File: config.mk
export PLATFORM = sky130hd
export DESIGN_NAME = irq_bank
export DESIGN_NICKNAME = d
export VERILOG_FILES = /design/src/rtl/irq_bank_pkg.sv /design/src/rtl/irq_grp.sv /design/src/rtl/irq_rd_mux.sv /design/src/rtl/irq_bank.sv
export SDC_FILE = /design/constraint.sdc
export NUM_CORES = 1
export LEC_CHECK = 0
export BUFFER_PORTS_ARGS = -buffer_cell sky130_fd_sc_hd__buf_2
export CAP_MARGIN = 20
export CELL_PAD_IN_SITES_DETAIL_PLACEMENT = 0
export CELL_PAD_IN_SITES_GLOBAL_PLACEMENT = 1
export CORE_UTILIZATION = 29
export DETAILED_ROUTE_END_ITERATION = 7
export GPL_TIMING_DRIVEN = 0
export HOLD_SLACK_MARGIN = 0.06
export PLACE_DENSITY = 0.84
export SLEW_MARGIN = 20
export SYNTH_ARGS = -nofsm -noshare
export SYNTH_HDL_FRONTEND = slang
export SYNTH_SLANG_ARGS = --single-unit
File: constraint.sdc
create_clock -name clk_i -period 1.2 [get_ports clk_i]
set_clock_uncertainty 0.05 [all_clocks]
set_input_delay 0.18 -clock clk_i [delete_from_list [all_inputs] [get_ports clk_i]]
set_output_delay 0.18 -clock clk_i [all_outputs]
set_load 0.01 [all_outputs]
File: src/rtl/irq_bank_pkg.sv
package irq_bank_pkg;

  localparam int unsigned MAX_GRP = 16;

  typedef enum logic [1:0] {
    SEL_STATE  = 2'd0,
    SEL_ENABLE = 2'd1,
    SEL_TEST   = 2'd2,
    SEL_NONE   = 2'd3
  } reg_sel_e;

  // one byte per group, group 0 in the low byte
  typedef logic [MAX_GRP*8-1:0] grp_widths_t;

  function automatic int unsigned grp_width(grp_widths_t w, int unsigned k);
    return 32'(w[k*8 +: 8]);
  endfunction

  function automatic int unsigned grp_offset(grp_widths_t w, int unsigned k);
    int unsigned s;
    s = 0;
    for (int unsigned j = 0; j < k; j++) s += grp_width(w, j);
    return s;
  endfunction

  function automatic int unsigned grp_max(grp_widths_t w, int unsigned n);
    int unsigned m;
    m = 0;
    for (int unsigned j = 0; j < n; j++) if (grp_width(w, j) > m) m = grp_width(w, j);
    return m;
  endfunction

endpackage

File: src/rtl/irq_grp.sv
module irq_grp #(
  parameter int unsigned W  = 8,
  parameter int unsigned DW = 32
) (
  input  logic          clk_i,
  input  logic          rst_ni,
  input  logic [W-1:0]  event_i,
  input  logic          clr_we_i,
  input  logic          en_we_i,
  input  logic          test_we_i,
  input  logic [DW-1:0] wdata_i,
  output logic [W-1:0]  state_o,
  output logic [W-1:0]  enable_o,
  output logic [W-1:0]  irq_o
);

  logic [W-1:0] state_q, state_d;
  logic [W-1:0] en_q;
  logic [W-1:0] wbits, set_bits, clr_bits;
  logic         unused_wdata;

  assign wbits        = wdata_i[W-1:0];
  assign unused_wdata = ^wdata_i;

  assign set_bits = event_i | (test_we_i ? wbits : '0);
  assign clr_bits = clr_we_i ? wbits : '0;
  // set after clear: a coincident event survives
  assign state_d  = (state_q & ~clr_bits) | set_bits;

  always_ff @(posedge clk_i or negedge rst_ni) begin
    if (!rst_ni) begin
      state_q <= '0;
      en_q    <= '0;
    end else begin
      state_q <= state_d;
      if (en_we_i) en_q <= wbits;
    end
  end

  assign state_o  = state_q;
  assign enable_o = en_q;
  assign irq_o    = state_q & en_q;

endmodule

File: src/rtl/irq_rd_mux.sv
module irq_rd_mux #(
  parameter int unsigned DW      = 32,
  parameter int unsigned NUM_GRP = 2,
  parameter int unsigned GSEL_W  = 4
) (
  input  logic                           clk_i,
  input  logic                           rst_ni,
  input  logic                           re_i,
  input  logic [GSEL_W-1:0]              grp_i,
  input  irq_bank_pkg::reg_sel_e         sel_i,
  input  logic [NUM_GRP-1:0][DW-1:0]     st_words_i,
  input  logic [NUM_GRP-1:0][DW-1:0]     en_words_i,
  output logic [DW-1:0]                  rdata_o
);

  logic [DW-1:0] rd_d, rd_q;

  always_comb begin
    rd_d = '0;
    for (int k = 0; k < NUM_GRP; k++) begin
      if (grp_i == GSEL_W'(k)) begin
        unique case (sel_i)
          irq_bank_pkg::SEL_STATE:  rd_d = st_words_i[k];
          irq_bank_pkg::SEL_ENABLE: rd_d = en_words_i[k];
          default:                  rd_d = '0;
        endcase
      end
    end
  end

  always_ff @(posedge clk_i or negedge rst_ni) begin
    if (!rst_ni)   rd_q <= '0;
    else if (re_i) rd_q <= rd_d;
  end

  assign rdata_o = rd_q;

endmodule

File: src/rtl/irq_bank.sv
module irq_bank #(
  parameter int unsigned DW      = 32,
  parameter int unsigned AW      = 6,
  parameter int unsigned NUM_GRP = 2,
  parameter logic [NUM_GRP*8-1:0] GRP_W = 16'h0305,
  localparam irq_bank_pkg::grp_widths_t WX = irq_bank_pkg::grp_widths_t'(GRP_W),
  localparam int unsigned TOT = irq_bank_pkg::grp_offset(WX, NUM_GRP)
) (
  input  logic           clk_i,
  input  logic           rst_ni,
  input  logic [AW-1:0]  addr_i,
  input  logic           we_i,
  input  logic [DW-1:0]  wdata_i,
  input  logic           re_i,
  output logic [DW-1:0]  rdata_o,
  input  logic [TOT-1:0] event_i,
  output logic [TOT-1:0] irq_o
);

  localparam int unsigned GSEL_W = AW - 2;
  localparam int unsigned MAXW   = irq_bank_pkg::grp_max(WX, NUM_GRP);

  logic [GSEL_W-1:0]          grp_sel;
  irq_bank_pkg::reg_sel_e     reg_sel;
  logic [NUM_GRP-1:0][DW-1:0] st_words, en_words;
  logic [TOT-1:0]             state_all, en_all;

  assign grp_sel = addr_i[AW-1:2];
  assign reg_sel = irq_bank_pkg::reg_sel_e'(addr_i[1:0]);

  for (genvar k = 0; k < NUM_GRP; k++) begin : g_grp
    localparam int unsigned W   = irq_bank_pkg::grp_width(WX, k);
    localparam int unsigned OFF = irq_bank_pkg::grp_offset(WX, k);

    logic         hit;
    logic [W-1:0] st, en, irq;

    assign hit = we_i && (grp_sel == GSEL_W'(k));

    irq_grp #(.W(W), .DW(DW)) u_grp (
      .clk_i     (clk_i),
      .rst_ni    (rst_ni),
      .event_i   (event_i[OFF +: W]),
      .clr_we_i  (hit && (reg_sel == irq_bank_pkg::SEL_STATE)),
      .en_we_i   (hit && (reg_sel == irq_bank_pkg::SEL_ENABLE)),
      .test_we_i (hit && (reg_sel == irq_bank_pkg::SEL_TEST)),
      .wdata_i   (wdata_i),
      .state_o   (st),
      .enable_o  (en),
      .irq_o     (irq)
    );

    always_comb begin
      st_words[k]      = '0;
      en_words[k]      = '0;
      st_words[k][W-1:0] = st;
      en_words[k][W-1:0] = en;
    end

    assign state_all[OFF +: W] = st;
    assign en_all[OFF +: W]    = en;
    assign irq_o[OFF +: W]     = irq;
  end

  irq_rd_mux #(.DW(DW), .NUM_GRP(NUM_GRP), .GSEL_W(GSEL_W)) u_rd (
    .clk_i      (clk_i),
    .rst_ni     (rst_ni),
    .re_i       (re_i),
    .grp_i      (grp_sel),
    .sel_i      (reg_sel),
    .st_words_i (st_words),
    .en_words_i (en_words),
    .rdata_o    (rdata_o)
  );

endmodule

# Word level (Yosys, flattened, before mapping)
# Index checks and enable logic that the tools add are counted.
[totals]
inputBits = 50
elab_cells = 36
ff_bits = 48
[classes]
eq_ne = 3
mux = 8
bitwise_logic = 10
n_reduce_logical = 10
[ops]
columns = ["operator", "count"]
rows = [
  ["32-bit two-way mux", 1],
  ["5-bit two-way mux", 3],
  ["5-bit bitwise AND", 2],
  ["5-bit bitwise OR", 2],
  ["5-bit one-hot mux with 2 select lines", 1],
  ["1-bit logical AND", 8],
  ["3-bit bitwise AND", 2],
  ["3-bit two-way mux", 2],
  ["3-bit bitwise OR", 2],
  ["3-bit one-hot mux with 2 select lines", 1],
  ["5-bit NOT", 1],
  ["4-bit by 1-bit == test with 1-bit output (second input constant)", 1],
  ["4-bit zero test", 1],
  ["3-bit NOT", 1],
  ["2-bit by 1-bit == test with 1-bit output (second input constant)", 1],
  ["2-bit == test (second input constant)", 1],
  ["2-bit zero test", 1],
]

# Depth between registers and ports, before layout
# Gate-level depths: netlist of run 1.
[depth]
depth_word = 7
mapped_depth = 4

# Cells and area by module
# From an unflattened synthesis of run 1, not the netlist that was laid out.
[unflattened]
cells_unflattened = 238
hier_area_um2 = 2984.1
[modules_own_cells]
columns = ["mod", "seq_area_each_um2", "cells_each", "instances", "area_per_inst_um2"]
rows = [
  ["irq_rd_mux", 800.8, 179, 1, 2255.9],
  ["irq_grp (g_grp[0].u_grp)", 250.2, 30, 1, 406.6],
  ["irq_grp (g_grp[1].u_grp)", 150.1, 18, 1, 244.0],
  ["irq_bank", 0.0, 11, 1, 77.6],
]

# Worst setup path before layout of run 1
# OpenSTA, ideal clock, no wires.
[synth_path]
kind = "input -> register"
startpoint = "in addr_i[1]"
endpoint = "reg g_grp[1].u_grp.en_q[0]"
cell_stages = 4
setup_ps = 125
slack_ps = -62
t_arrival_ps = 1087
n_path_buf = 1
cell_sequence = "buf_6 > nor3_4 > and4_1 > mux2_2"
[synth_between]
elab_chain_len = 2
[synth_lines]
columns = ["element", "line", "text"]
rows = [
  ["start: declaration", "irq_bank.sv:11", "input logic [AW-1:0] addr_i,"],
  ["2-bit by 1-bit == test with 1-bit output", "irq_bank.sv:45", ".en_we_i (hit && (reg_sel == irq_bank_pkg::SEL_ENABLE)),"],
  ["1-bit logical AND", "irq_bank.sv:45", ""],
  ["end signal: assignment", "irq_grp.sv:36", "if (en_we_i) en_q <= wbits;"],
  ["end: declaration", "irq_grp.sv:18", "logic [W-1:0] en_q;"],
]
# No other way between the ends.
# A chain may end at the register's enable or synchronous reset.

# Worst setup path in the final report of run 1
[layout_path]
startpoint = "reg g_grp[1].u_grp.state_q[0]"
endpoint = "out irq_o[5]"
[layout_between]
elab_chain_len = 1
[layout_lines]
columns = ["element", "line", "text"]
rows = [
  ["start: declaration", "irq_grp.sv:17", "logic [W-1:0] state_q, state_d;"],
  ["start signal: assignment", "irq_grp.sv:35", "state_q <= state_d;"],
  ["3-bit bitwise AND", "irq_grp.sv:42", "assign irq_o = state_q & en_q;"],
  ["end: declaration", "irq_bank.sv:17", "output logic [TOT-1:0] irq_o"],
]
# No other way between the ends.

==> results of run 1 <==
## flip-flops by register name (all words and copies together), names as in the netlist
name,flops
g_grp.u_grp.enable_o,8
g_grp.u_grp.state_o,8
u_rd.rdata_o,5
## power by group
group          internal (W)  switching [W]
Clock              0.000237       0.000239
Combinational      0.000220       0.000189
Sequential         0.000747      0.0000256
Total               0.00120       0.000453
## path summary, 6_finish.rpt
check	start	end	slack (ns)	cells past startpoint
min reg2reg	u_rd.rdata_o[1]	u_rd.rdata_o[1]	0.47	2
min	wdata_i[3]	g_grp[0].u_grp.enable_o[3]	0.12	2
max reg2reg	g_grp[1].u_grp.enable_o[2]	u_rd.rdata_o[2]	0.03	3
min in group asynchronous	rst_ni	g_grp[0].u_grp.state_o[1]	0.35	2
max	g_grp[1].u_grp.state_o[0]	irq_o[5]	0.02	2
max in group asynchronous	rst_ni	g_grp[0].u_grp.state_o[3]	0.43	2
## layout by cell type (no fill, tap or decap), types with 2 or more instances in the layout
cell type and instances:
nand3_1 8, mux2_2 8, mux2i_1 10, mux4_2 3, inv_1 7, nor2_1 16
clkbuf_8 3, and2_1 6, o22ai_1 3, buf_2 31, buf_6 4, conb_1 27
dfrtp_1 21, and2_4 2, o32ai_1 2, buf_4 35
## cells by family (layout without fill, tap and decap cells)
| kind of cell | count (synthesis) | after routing | synth area share, % |
|---|---|---|---|
| buf+inv | 39 | 84 | 20.0 |
| simple gates | 39 | 39 | 18.1 |
| compound gates | 5 | 5 | 2.73 |
| flops | 21 | 21 | 39.5 |
| mux | 21 | 21 | 19.4 |
| other cells | 1 | 27 | 0.282 |
## critical path, stage by stage, from the launching register on
cell,delay (ns)
dfrtp_1,0.39
and2_1,0.16
buf_2,0.13
## per-layer routing
layer / vias to the layer above / part of all wire (%) / track usage (%) / wire [µm]
met5: - / 0 / 0 / 0
met4: 0 / 1.3 / 4.00 / 35
met3: 5 / 4.6 / 1.60 / 126
met2: 31 / 49 / 20.5 / 1340
met1: 449 / 45 / 15.3 / 1220
li1: 513 / - / - / -
## area by class of cell
| type | instances | area share [%] |
|---|---|---|
| Clock buffer | 4 | 2.52 |
| Inverter | 8 | 1.68 |
| Tap cell | 52 | 3.64 |
| Sequential cell | 21 | 29.4 |
| Timing Repair Buffer | 41 | 13.6 |
| Buffer | 31 | 13.3 |
| Multi-Input combinational cell | 92 | 35.9 |
## synth_stat cells (all sizes together), types with 2 or more instances
cell type  count  area share [%]
buf           31              18
dfrtp         21              40
nor2          16             4.5
mux2i         10             7.5
and2           8             3.8
inv            8             2.3
mux2           8             6.8
nand3          8             3.0
mux4           3             5.1
o22ai          3             1.4
o32ai          2             1.3
## per-stage QoR
| step | total power (W) | hold slack [ns] |
|---|---|---|
| final | 0.00166 | 0.115 |
| after floorplan | 0.00104 | -0.166 |
| after CTS | 0.00163 | 0.123 |
| after global routing | 0.00174 | 0.117 |
| after detailed placement | 0.00117 | 0.124 |
| after global placement | 0.00116 | 0.115 |
## what timing repair did
item,in CTS,in global routing
hold buffers,1,0
endpoints found under the setup margin,1,16
gates resized for setup,0,6
buffers inserted,1,7
pin swaps,0,2
hold endpoints to repair,21,0
==> results_dict.tcl, run 1 <==
set metrics [dict create \
    grt_pass1_wl_um 4570 \
    std_cell_rows 24 \
    utilization_pct 40.8 \
    die-area_um2 4860 \
    multi_input_area_um2 643 \
    post_drt_wl_per_cell_um 10.9 \
    drive_gt1_share_pct 47.2 \
    irDropWorstVdd_v 0.000361 \
    dr_total_vias 998 \
    insertion_delay_ns 0.26 \
    ios 90 \
    finalWeightedCongestion 0.724 \
    grt_pass1_vias 946 \
    p_leak_nw 0.962 \
    cp_max_fo 3 \
    syn_inst 126 \
    htreeDepth 1 \
    fin_nets 248 \
    pre_cts_ws_ns -0.234 \
    core_area_um2 4380 \
    stdcell_area_um2 1790 \
    min_path_type "input port to register" \
    final_cells 249 \
    route.detailed.drc 0 \
    fp.dieW_um 69.7 \
    status "finished, final reports clean" \
    detail_route.iter0.violations 30 \
    regArea_um2 526 \
    synth_cell_types 21 \
    grt-ovfl-total 0 \
    chipHeight_um 69.7 \
    syn_avg_cell_area_um2 10.5 \
    yosys_register_bits 21 \
    period_share_pct 97.9 \
    ys_seq_area_share_pct 39.5 \
    required_ns 0.97 \
    portBuffers 32 \
    cts_buffers 3 \
    start_util_pct 30.3 \
    hold_violations 0 \
    crit_path_end_kind "output pin" \
    startpoint_type "register" \
    drtAntennaViolNets 0 \
    fillCellCount 442 \
    grt_max_degree 22 \
    diodes 0 \
    drv_slew 0 \
    clk_pin_slew_ns 0.08 \
    tns_ns 0 \
    rsz0062_at_grt "true" \
    synth_warnings 0 \
    groute.usage.overall_pct 11.9 \
    fmax_ghz 0.851 \
    finalSetupViolCount 0 \
    async_reset_ff_share_pct 100 \
    synth_edf_count 0 \
    clk_path_buf_depth 2 \
    routed_wl_um 2720 \
    drt-vias-per-instance 4.01 \
    placed_area_um2 1650 \
    dp_hpwl_um 2010 \
    dr.pass1.iters 4 \
    root_buffer "clkbuf_8" \
    synth_flop_cell "dfrtp_1" \
    crit_arrival_ns 0.95 \
    areaGrowthSynthToFinish_pct 34.7 \
    critPathKind "register to output pin" \
    maxCapViolations 0 \
    setup_slack_ns 0.0249 \
    dp_cells 236 \
    syn-cell-area_um2 1330 \
    tritoncts "built" \
    antenna_found_initial 0 \
    period_needed_ns 1.18 \
    cts_sinks 21 \
    p_per_area_nw_per_um2 926 \
]
No activity file was read; power rests on OpenSTA's default activity.
==> run 2: changes to the inputs <==
==> config.mk (replaced) <==
export PLATFORM = sky130hd
export DESIGN_NAME = irq_bank
export DESIGN_NICKNAME = d
export VERILOG_FILES = /design/src/rtl/irq_bank_pkg.sv /design/src/rtl/irq_grp.sv /design/src/rtl/irq_rd_mux.sv /design/src/rtl/irq_bank.sv
export SDC_FILE = /design/constraint.sdc
export NUM_CORES = 1
export LEC_CHECK = 0
export CAP_MARGIN = 20
export CORE_UTILIZATION = 40
export DETAILED_ROUTE_END_ITERATION = 7
export DONT_BUFFER_PORTS = 1
export GPL_TIMING_DRIVEN = 0
export HOLD_SLACK_MARGIN = 0.06
export PLACE_DENSITY = 0.59
export SLEW_MARGIN = 20
export SYNTH_ARGS = -nofsm -noshare
export SYNTH_HDL_FRONTEND = slang
export SYNTH_SLANG_ARGS = --single-unit
==> results_dict.tcl, run 2 (synthesized netlist as in run 1, its figures left out) <==
set metrics [dict create \
    status "finished, final reports clean" \
    clk_pin_slew_ns 0.12 \
    drive_gt1_share_pct 31.4 \
    stdcell_area_um2 1670 \
    met2_usage_pct 27.4 \
    chipHeight_um 59.6 \
    post_drt_wl_per_cell_um 12.1 \
    placed_area_um2 1480 \
    diodes 0 \
    routed_wl_um 2600 \
    clk_path_buf_depth 2 \
    min_to "g_grp[0].u_grp.state_o[3]" \
    maxCapViolations 0 \
    period_share_pct 96.8 \
    route.detailed.drc 0 \
    p_per_area_nw_per_um2 878 \
    dr.pass1.iters 4 \
    p_total_w 0.00147 \
    setup_slack_ns 0.0388 \
    detail_route.iter0.violations 7 \
    grt_max_degree 22 \
    whs_ns 0.0461 \
    irDropWorstVdd_v 0.000600 \
    hp-start "addr_i[5]" \
    root_buffer "clkbuf_4" \
    postCtsSetupRepairBufs 0 \
    whs_path_depth 3 \
    hold_violations 0 \
    fillCellCount 311 \
    tritoncts "built" \
    drtAntennaViolNets 0 \
    fin_nets 223 \
    min_path_type "input port to register" \
    ff2ff_path_depth 3 \
    dr_total_vias 958 \
    portBuffers 0 \
    finalWeightedCongestion 0.710 \
    grt-ovfl-total 0 \
    crit_path_end_kind "register" \
    ios 90 \
    gr-max-usage-layer "met2" \
    pwr-share-clk_pct 23.6 \
    seqPwrFrac_pct 52.7 \
    die-area_um2 3560 \
    reg2reg_from "g_grp[1].u_grp.state_o[2]" \
    tns_ns 0 \
    drv_slew 0 \
    grt_use_met1_pct 19.4 \
    met3_usage_pct 3.71 \
    required_ns 1.35 \
    dp_hpwl_um 1960 \
    cts_buffers 3 \
    switchingPower_w 0.000416 \
    mostFrequentLayoutCells "27 x buf_4, 27 x conb_1, 21 x dfrtp_1" \
    grt_pass1_vias 884 \
    combinationalPowerShare_pct 23.7 \
    grt_pass1_wl_um 4100 \
    start_util_pct 42.8 \
    r2r_end "u_rd.rdata_o[2]" \
    p_sw_share_pct 28.3 \
    crit_arrival_ns 1.31 \
    fp.dieW_um 59.6 \
    critPathKind "register to register" \
    antenna_found_initial 0 \
    groute.usage.overall_pct 16.0 \
    intPower_w 0.00105 \
    startpoint_type "register" \
    std_cell_rows 20 \
    areaGrowthSynthToFinish_pct 25.9 \
    fmax_ghz 0.861 \
    rrSetupSlack_ns 0.04 \
    p_leak_nw 0.839 \
    period_needed_ns 1.16 \
    cts_sinks 21 \
    finalSetupViolCount 0 \
    cp_max_fo 3 \
    rsz0062_at_grt "true" \
    pre_cts_ws_ns -0.122 \
    insertion_delay_ns 0.30 \
    core_area_um2 3100 \
    htreeDepth 1 \
    drt-vias-per-instance 4.44 \
]
==> run 2: changes by cell type in the layout (fill, tap and decap cells not counted), moves of 2 or more <==
cell           previous run  this run
and2_1                    6         8
and2_4                    2         0
buf_2                    31         3
buf_4                    35        27
buf_6                     4         2
clkbuf_4                  1         3
clkbuf_8                  3         0
dlygate4sd3_1             1        15
==> run 2: area by class of cell <==
type | instances | area, µm² | area share, %
inverter | 8 | 30.0 | 1.80
buffer | 31 | 235 | 14.1
sequential | 21 | 526 | 31.4
tap | 44 | 55.1 | 3.29
clock buffer | 3 | 22.5 | 1.35
multi-input combinational | 92 | 644 | 38.5
timing repair buffer | 16 | 155 | 9.27
clock inverter | 1 | 5.00 | 0.299
==> run 2: how the worst max path moves through the flow <==
stage | start | endpoint | slack (ns) | cells after the start
after CTS | rst_ni | g_grp[1].u_grp.enable_o[0] | 0.02 | 1
after global placement | we_i | g_grp[1].u_grp.enable_o[2] | -0.1 | 4
after floorplan | we_i | g_grp[1].u_grp.enable_o[0] | 0.005 | 4
final | g_grp[1].u_grp.state_o[2] | u_rd.rdata_o[2] | 0.04 | 3
after detailed placement | we_i | g_grp[1].u_grp.enable_o[0] | -0.12 | 4
after global routing | g_grp[1].u_grp.enable_o[2] | u_rd.rdata_o[2] | -0.01 | 3
==> run 2: critical path: stages, from the launching register on <==
cell     delay (ns)
dfrtp_1        0.42
mux4_2         0.47
inv_2          0.07
o22ai_2        0.05
==> run 2: what timing repair did <==
item / 4_1_cts / 5_1_grt
gates resized for setup: 0 / 2
hold endpoints to repair: 42 / 24
setup endpoints to repair: 0 / 1
hold buffers: 15 / 1
==> run 2: routing by layer <==
metal / share of wire (%) / wire [µm]
met1: 40 / 1040
met2: 50 / 1290
met3: 9.4 / 245
met4: 1.1 / 29
met5: 0 / 0
==> run 2: power groups by stage <==
stage | logic (W) | registers (W) | clock network (W)
global route | 0.000386 | 0.000781 | 0.000382
finish | 0.000349 | 0.000774 | 0.000346
floorplan | 0.000257 | 0.000780 | 0
CTS | 0.000345 | 0.000775 | 0.000358
detailed placement | 0.000281 | 0.000789 | 0
global placement | 0.000279 | 0.000787 | 0
==> run 2: per-stage QoR <==
stage | std cells | utilization [%]
6_report | 216 | 53.9
5_1_grt | 216 | 53.9
4_1_cts | 215 | 53.5
3_5_place_dp | 196 | 47.8
3_3_place_gp | 196 | 47.8
2_1_floorplan | 152 | -
